**src/rtl/gpio_regbank.sv**
```systemverilog
module gpio_regbank (
  input  logic        clk,
  input  logic        rst_n,
  input  logic [7:0]  addr,
  input  logic [7:0]  wdata,
  input  logic        wr_en,
  input  logic        rd_en,
  output logic [7:0]  rdata,
  input  logic [15:0] pin_in,
  output logic [15:0] pin_out,
  output logic [15:0] pin_oe,
  output logic        irq_n
);
  localparam logic [7:0] A_IN0 = 8'h00, A_IN1 = 8'h01;
  localparam logic [7:0] A_OUT0 = 8'h02, A_OUT1 = 8'h03;
  localparam logic [7:0] A_POL0 = 8'h04, A_POL1 = 8'h05;
  localparam logic [7:0] A_DIR0 = 8'h06, A_DIR1 = 8'h07;
  localparam logic [7:0] A_MSK0 = 8'h4A, A_MSK1 = 8'h4B;
  localparam logic [7:0] A_STS0 = 8'h4C, A_STS1 = 8'h4D;

  logic [15:0] in_q, out_r, pol_r, dir_r, msk_r, sts_r, seen_r;
  logic [15:0] view, diff;
  logic [1:0]  rd_in;

  assign view    = in_q ^ pol_r;
  assign pin_oe  = ~dir_r;
  assign pin_out = out_r & ~dir_r;
  assign irq_n   = ~|sts_r;
  assign diff    = (in_q ^ seen_r) & dir_r & ~msk_r;
  assign rd_in   = {rd_en && addr == A_IN1, rd_en && addr == A_IN0};

  always_comb begin
    case (addr)
      A_IN0:   rdata = view[7:0];
      A_IN1:   rdata = view[15:8];
      A_OUT0:  rdata = out_r[7:0];
      A_OUT1:  rdata = out_r[15:8];
      A_POL0:  rdata = pol_r[7:0];
      A_POL1:  rdata = pol_r[15:8];
      A_DIR0:  rdata = dir_r[7:0];
      A_DIR1:  rdata = dir_r[15:8];
      A_MSK0:  rdata = msk_r[7:0];
      A_MSK1:  rdata = msk_r[15:8];
      A_STS0:  rdata = sts_r[7:0];
      A_STS1:  rdata = sts_r[15:8];
      default: rdata = 8'h00;
    endcase
  end

  always_ff @(posedge clk) begin
    if (!rst_n) begin
      out_r <= 16'hFFFF;
      pol_r <= 16'h0000;
      dir_r <= 16'hFFFF;
      msk_r <= 16'hFFFF;
    end else if (wr_en) begin
      case (addr)
        A_OUT0: out_r[7:0]  <= wdata;
        A_OUT1: out_r[15:8] <= wdata;
        A_POL0: pol_r[7:0]  <= wdata;
        A_POL1: pol_r[15:8] <= wdata;
        A_DIR0: dir_r[7:0]  <= wdata;
        A_DIR1: dir_r[15:8] <= wdata;
        A_MSK0: msk_r[7:0]  <= wdata;
        A_MSK1: msk_r[15:8] <= wdata;
        default: ;
      endcase
    end
  end

  always_ff @(posedge clk) begin
    if (!rst_n) begin
      in_q   <= '0;
      sts_r  <= '0;
      seen_r <= '0;
    end else begin
      in_q <= pin_in;
      for (int p = 0; p < 2; p++) begin
        if (rd_in[p]) begin
          sts_r[p*8 +: 8]  <= 8'h00;
          seen_r[p*8 +: 8] <= in_q[p*8 +: 8];
        end else begin
          sts_r[p*8 +: 8]  <= sts_r[p*8 +: 8] | diff[p*8 +: 8];
        end
      end
    end
  end

  p_masked_no_set_r10: assert property (@(posedge clk) disable iff (!rst_n)
    $past(rst_n) |-> (sts_r & ~$past(sts_r) & $past(msk_r)) == 16'h0);
  p_output_no_set_r10: assert property (@(posedge clk) disable iff (!rst_n)
    $past(rst_n) |-> (sts_r & ~$past(sts_r) & ~$past(dir_r)) == 16'h0);
  p_read_clears_r8: assert property (@(posedge clk) disable iff (!rst_n)
    (rd_en && addr == A_IN0) |=> sts_r[7:0] == 8'h00);
  p_out_hold_r4: assert property (@(posedge clk) disable iff (!rst_n)
    !(wr_en && (addr == A_OUT0 || addr == A_OUT1)) |=> $stable(out_r));
  p_dir_hold_r5: assert property (@(posedge clk) disable iff (!rst_n)
    !(wr_en && (addr == A_DIR0 || addr == A_DIR1)) |=> $stable(pin_oe));
  p_irq_quiet_r9: assert property (@(posedge clk) disable iff (!rst_n)
    (rdata != 8'h00 && addr == A_STS0) |-> !irq_n);
endmodule

```
**config.mk**
```make
export PLATFORM = sky130hd
export DESIGN_NAME = gpio_regbank
export DESIGN_NICKNAME = d
export VERILOG_FILES = /design/src/rtl/gpio_regbank.sv
export SDC_FILE = /design/constraint.sdc
export NUM_CORES = 1
export LEC_CHECK = 0
export ABC_AREA = 1
export BUFFER_PORTS_ARGS = -buffer_cell sky130_fd_sc_hd__buf_2
export CORE_AREA = 10 10 110 121
export DETAILED_ROUTE_END_ITERATION = 7
export DIE_AREA = 0 0 120 131
export HOLD_SLACK_MARGIN = 0.08
export PLACE_DENSITY = 0.78
export SKIP_CTS_REPAIR_TIMING = 1
export SYNTH_ARGS = -nofsm -noshare
export SYNTH_HDL_FRONTEND = slang
export SYNTH_SLANG_ARGS = --single-unit
```
**constraint.sdc**
```tcl
create_clock -name clk -period 1.2 [get_ports clk]
set_input_delay 0 -clock clk [delete_from_list [all_inputs] [get_ports clk]]
set_output_delay 0 -clock clk [all_outputs]
set_load 0.02 [all_outputs]
```
**Word-level counts from Yosys, hierarchy flattened**

Index checks and enable logic that the tools add are counted.

- Latch bits: 0
- Memories: 0
- Register bits after elaboration: 112
- Input bits: 36
- Memory bits (writable): 0
- Word-level logic and storage cells: 50
- Bits in read-only memories: 0

- Reduce and logical (&&, ||, !) cells: 15
- Multiplexer cells: 1
- Shifts and indexed selects: 0
- Eq/ne operators: 11
- $add $sub $neg: 0
- Order comparisons: 0
- Multipliers: 0
- Bitwise gates (word level): 10
- Divide/modulo/power cells: 0

Operators with widths:

| kind | number |
|---|---|
| case mux 8 bit (12 select lines) | 1 |
| bitwise AND 16 bit | 3 |
| equality test 8 x 3 -> 1 bit, second input constant | 4 |
| equality test 8 x 7 -> 1 bit, second input constant | 4 |
| inverter 16 bit | 2 |
| XOR 16 bit | 2 |
| equality test 8 x 2 -> 1 bit, second input constant | 2 |
| bitwise OR 8 bit | 2 |
| AND reduction 2 bit | 8 |
| OR reduction 16 bit | 1 |
| equality test 8 x 1 -> 1 bit, second input constant | 1 |
| zero test 8 bit | 1 |
| OR reduction 2 bit | 2 |
| logical AND 1 bit | 2 |
| zero test 1 bit | 1 |
| inverter 1 bit | 1 |

**Depth between registers and ports, before layout**

- Depth after elaboration: 4
- Depth in mapped cells: 9
- Mapped depth without buffers: 7

**Least setup slack after synthesis**

OpenSTA, ideal clock, no wires.

- Path type: reg-to-output
- Start point: register sts_r[2]
- End point: output irq_n
- Required time: 1.200 ns
- Cell stages (with the launch flop): 4
- Setup slack: 0.036 ns
- Arrival: 1.164 ns
- Path through: dfxtp_1 > inv_1 > nand4_1 > nor4_1

- Cells in the longest elaborated chain, start to end: 2

Ends and longest elaborated chain:

| what | line | source |
|---|---|---|
| start: declaration | 21 | `logic [15:0] in_q, out_r, pol_r, dir_r, msk_r, sts_r, seen_r;` |
| start signal: indexed assignment | 83 | `sts_r[p*8 +: 8] <= sts_r[p*8 +: 8] \| diff[p*8 +: 8];` |
| OR reduction 16 bit | 28 | `assign irq_n = ~\|sts_r;` |
| zero test 1 bit | 28 |  |
| end: declaration | 12 | `output logic irq_n` |

No other way between the ends.

**Worst setup path in the final report**

- Start point: register pol_r[12]
- End point: output rdata[4]

- Cells in the longest elaborated chain, start to end: 2

Ends and longest elaborated chain:

| what | line | source |
|---|---|---|
| start: declaration | 21 |  |
| start signal: assignment | 61 | `A_POL1: pol_r[15:8] <= wdata;` |
| XOR 16 bit | 25 | `assign view = in_q ^ pol_r;` |
| case mux 8 bit (12 select lines) (*) | 33 | `case (addr)` |
| end: declaration | 8 | `output logic [7:0] rdata,` |

Every way passes the cells marked *; elsewhere a longest branch is shown, timed or not.

==> flow_summary.ini <==
[setup_path]
startpoint_type = flop
cp.arrival_ns = 1.43
required_ns = 1.20
endpoint_kind = primary output
path_class = flop to primary output
crit_path_max_fanout = 3

[global_routing]
grt_max_degree = 55
gr-total-overflow = 0
grtUsageTotal = 0.2317
grt_pass1_wl_um = 28550
grt_pass1_vias = 5222
antenna_found_initial = 0

[yosys]
yosysMostFrequentCell = nand2_1
ys_seq_area_frac = 0.3850
synth_warnings = 0
synth.avg_cell_area_um2 = 7.574
syn_nets = 805
synth_area_leader_cell = dfxtp_1
netlist_instances = 769
synth_ff_type = dfxtp_1
synth_seq_cells = 112
yosysTopAreaCellShare = 0.3850
synth-edff-count = 0
yosys-top-cells-count = nand2_1 (145), dfxtp_1 (112), nand3_1 (104)
async_reset_ff_frac = 0
synth.top_cells.by_area = dfxtp_1 (38%), nand2_1 (9.3%), nand3_1 (8.9%), o211ai_2 (8.6%), inv_1 (5.9%)
yosysUniqueCellTypes = 32
synth_area_um2 = 5824

[finish]
final_nets = 920
antenna_cells = 0
area_growth_syn_to_layout_pct = 24.36
stdcell_count = 1036
drive_gt1_frac = 0.3093
fin_util = 0.6669

[clock_network]
cts_tree = built
clock-sinks = 112
cts_buffers = 9
clk_pin_slew_ns = 0.08
cts_root_buffer = clkbuf_16
clk_latency_ns = 0.36
h-tree-depth = 3
cts_max_path_buffers = 2

[sta]
worstMarginPinSlew_ns = 0.4721
setup_slack_ns = -0.2339
fin_crit_sh = 1.195
setup_viol_count_final = 9
skew_ns = 0.007718
clock.fmax_ghz = 0.6974
fin_crit_ns = 1.434
maxSlewHeadroom = 0.6849
slew_violations = 0
hold_viol_final = 0
hold_ws_ns = 0.09530
grt_setup_unrepaired = true

[drt]
drc = 0
vias = 5788
ant_nets = 0
dr.pass1.iters = 7
wl_per_cell_um = 18.32
dr.first_iter.drc_count = 892
vias_per_cell = 5.587
drt-total-wl_um = 18980

[floorplanning]
die_width_um = 120
ios = 77
rows = 40
die-height_um = 131
die-area_um2 = 15720
initial_utilization = 0.5363
core_area_um2 = 10860

[placed_design]
place_congestion = 1.015
dp.cells = 993
port_buffers = 76
detailed_place_hpwl_um = 13700

[power]
power_leakage_uw = 0.003943
vdd_drop_max_mv = 0.7771
powerDensity_nw_per_um2 = 1031

[status]
violations = setup timing
status = complete, but fails checks

[worst_hold_path]
min_path_type = primary input to flop

[run]
cap_violations = 0
[per-stage QoR]
stage	instance area [µm²]	TNS (ns)	power (µW)	setup WS (ns)
after floorplan	5824	0	4184	0.03607
after global placement	6510	-3.000	4427	-0.1190
after detailed placement	6510	-3.499	4432	-0.1778
after CTS	6808	-2.519	7383	-0.3439
after global routing	7243	-2.199	7641	-0.2781
final	7243	-1.712	7470	-0.2339
[logic make-up (layout without fill, tap and decap cells)]
kind of cell,count (synthesis),after routing,share of synthesized area
AO/OA/AOI/OAI,137,137,0.1794
buffers and inverters,128,248,0.09774
flip-flops,112,112,0.3850
XOR/XNOR,8,8,0.01203
AND/OR/NAND/NOR,384,384,0.3259
[sequential cells by signal (all words and copies together) (netlist names)]
signal,cells
dir_r,16
in_q,16
msk_r,16
out_r,16
pol_r,16
seen_r,16
sts_r,16
[layer usage]
metal | GRT usage | up-vias | routed length [µm]
li1 | - | 2782 | -
met2 | 0.3753 | 342 | 8848
met3 | 0.04721 | 61 | 1730
met4 | 0.1179 | 0 | 755
met1 | 0.2874 | 2603 | 7644
met5 | 0 | - | 0
[report_power, final]
part           internal, µW  switching, µW
registers              3740           56.6
logic                   235            400
clock network          1510           1530
total                  5490           1980
[worst max-delay path, stage by stage, from the launching register on]
cell and delay, ns:
dfxtp_2 0.34, buf_4 0.14, nand3_1 0.09, nand2_1 0.06, nor2_1 0.11, nand3_1 0.16
buf_6 0.18
[cells in the final DEF, fill, tap and decap left out, types with 8 or more instances in the layout]
cell type and count:
o211ai_1 8, nand2_2 15, xor2_1 8, dfxtp_4 10, buf_6 8, nand3_1 102, nand2_1 140, dlygate4sd3_1 24
dfxtp_1 79, buf_2 66, nor3_1 16, a211oi_1 8, nor2_1 67, o211ai_2 40, inv_2 15, o21ai_0 8
dfxtp_2 23, buf_4 27, o21ai_1 22, clkbuf_16 9, inv_1 81, a21oi_1 46, nor2_2 13
[layout make-up]
| class | count | area, µm² |
|---|---|---|
| Tap cell | 147 | 183.9 |
| Clock buffer | 10 | 239.0 |
| Timing Repair Buffer | 132 | 1003 |
| Multi-Input combinational cell | 529 | 3067 |
| Sequential cell | 112 | 2308 |
| Fill cell | 890 | 3617 |
| Inverter | 100 | 382.9 |
| Clock inverter | 6 | 58.81 |
[final timing paths]
check | startpoint | end | slack [ns] | cells past startpoint
setup / recovery | pol_r[12] | rdata[4] | -0.23 | 6
hold / removal | rd_en | seen_r[7] | 0.1 | 4
setup reg to reg | dir_r[4] | sts_r[4] | 0.06 | 4
hold reg to reg | sts_r[9] | sts_r[9] | 0.47 | 2
Note: power is estimated with default switching activity, not from simulation.
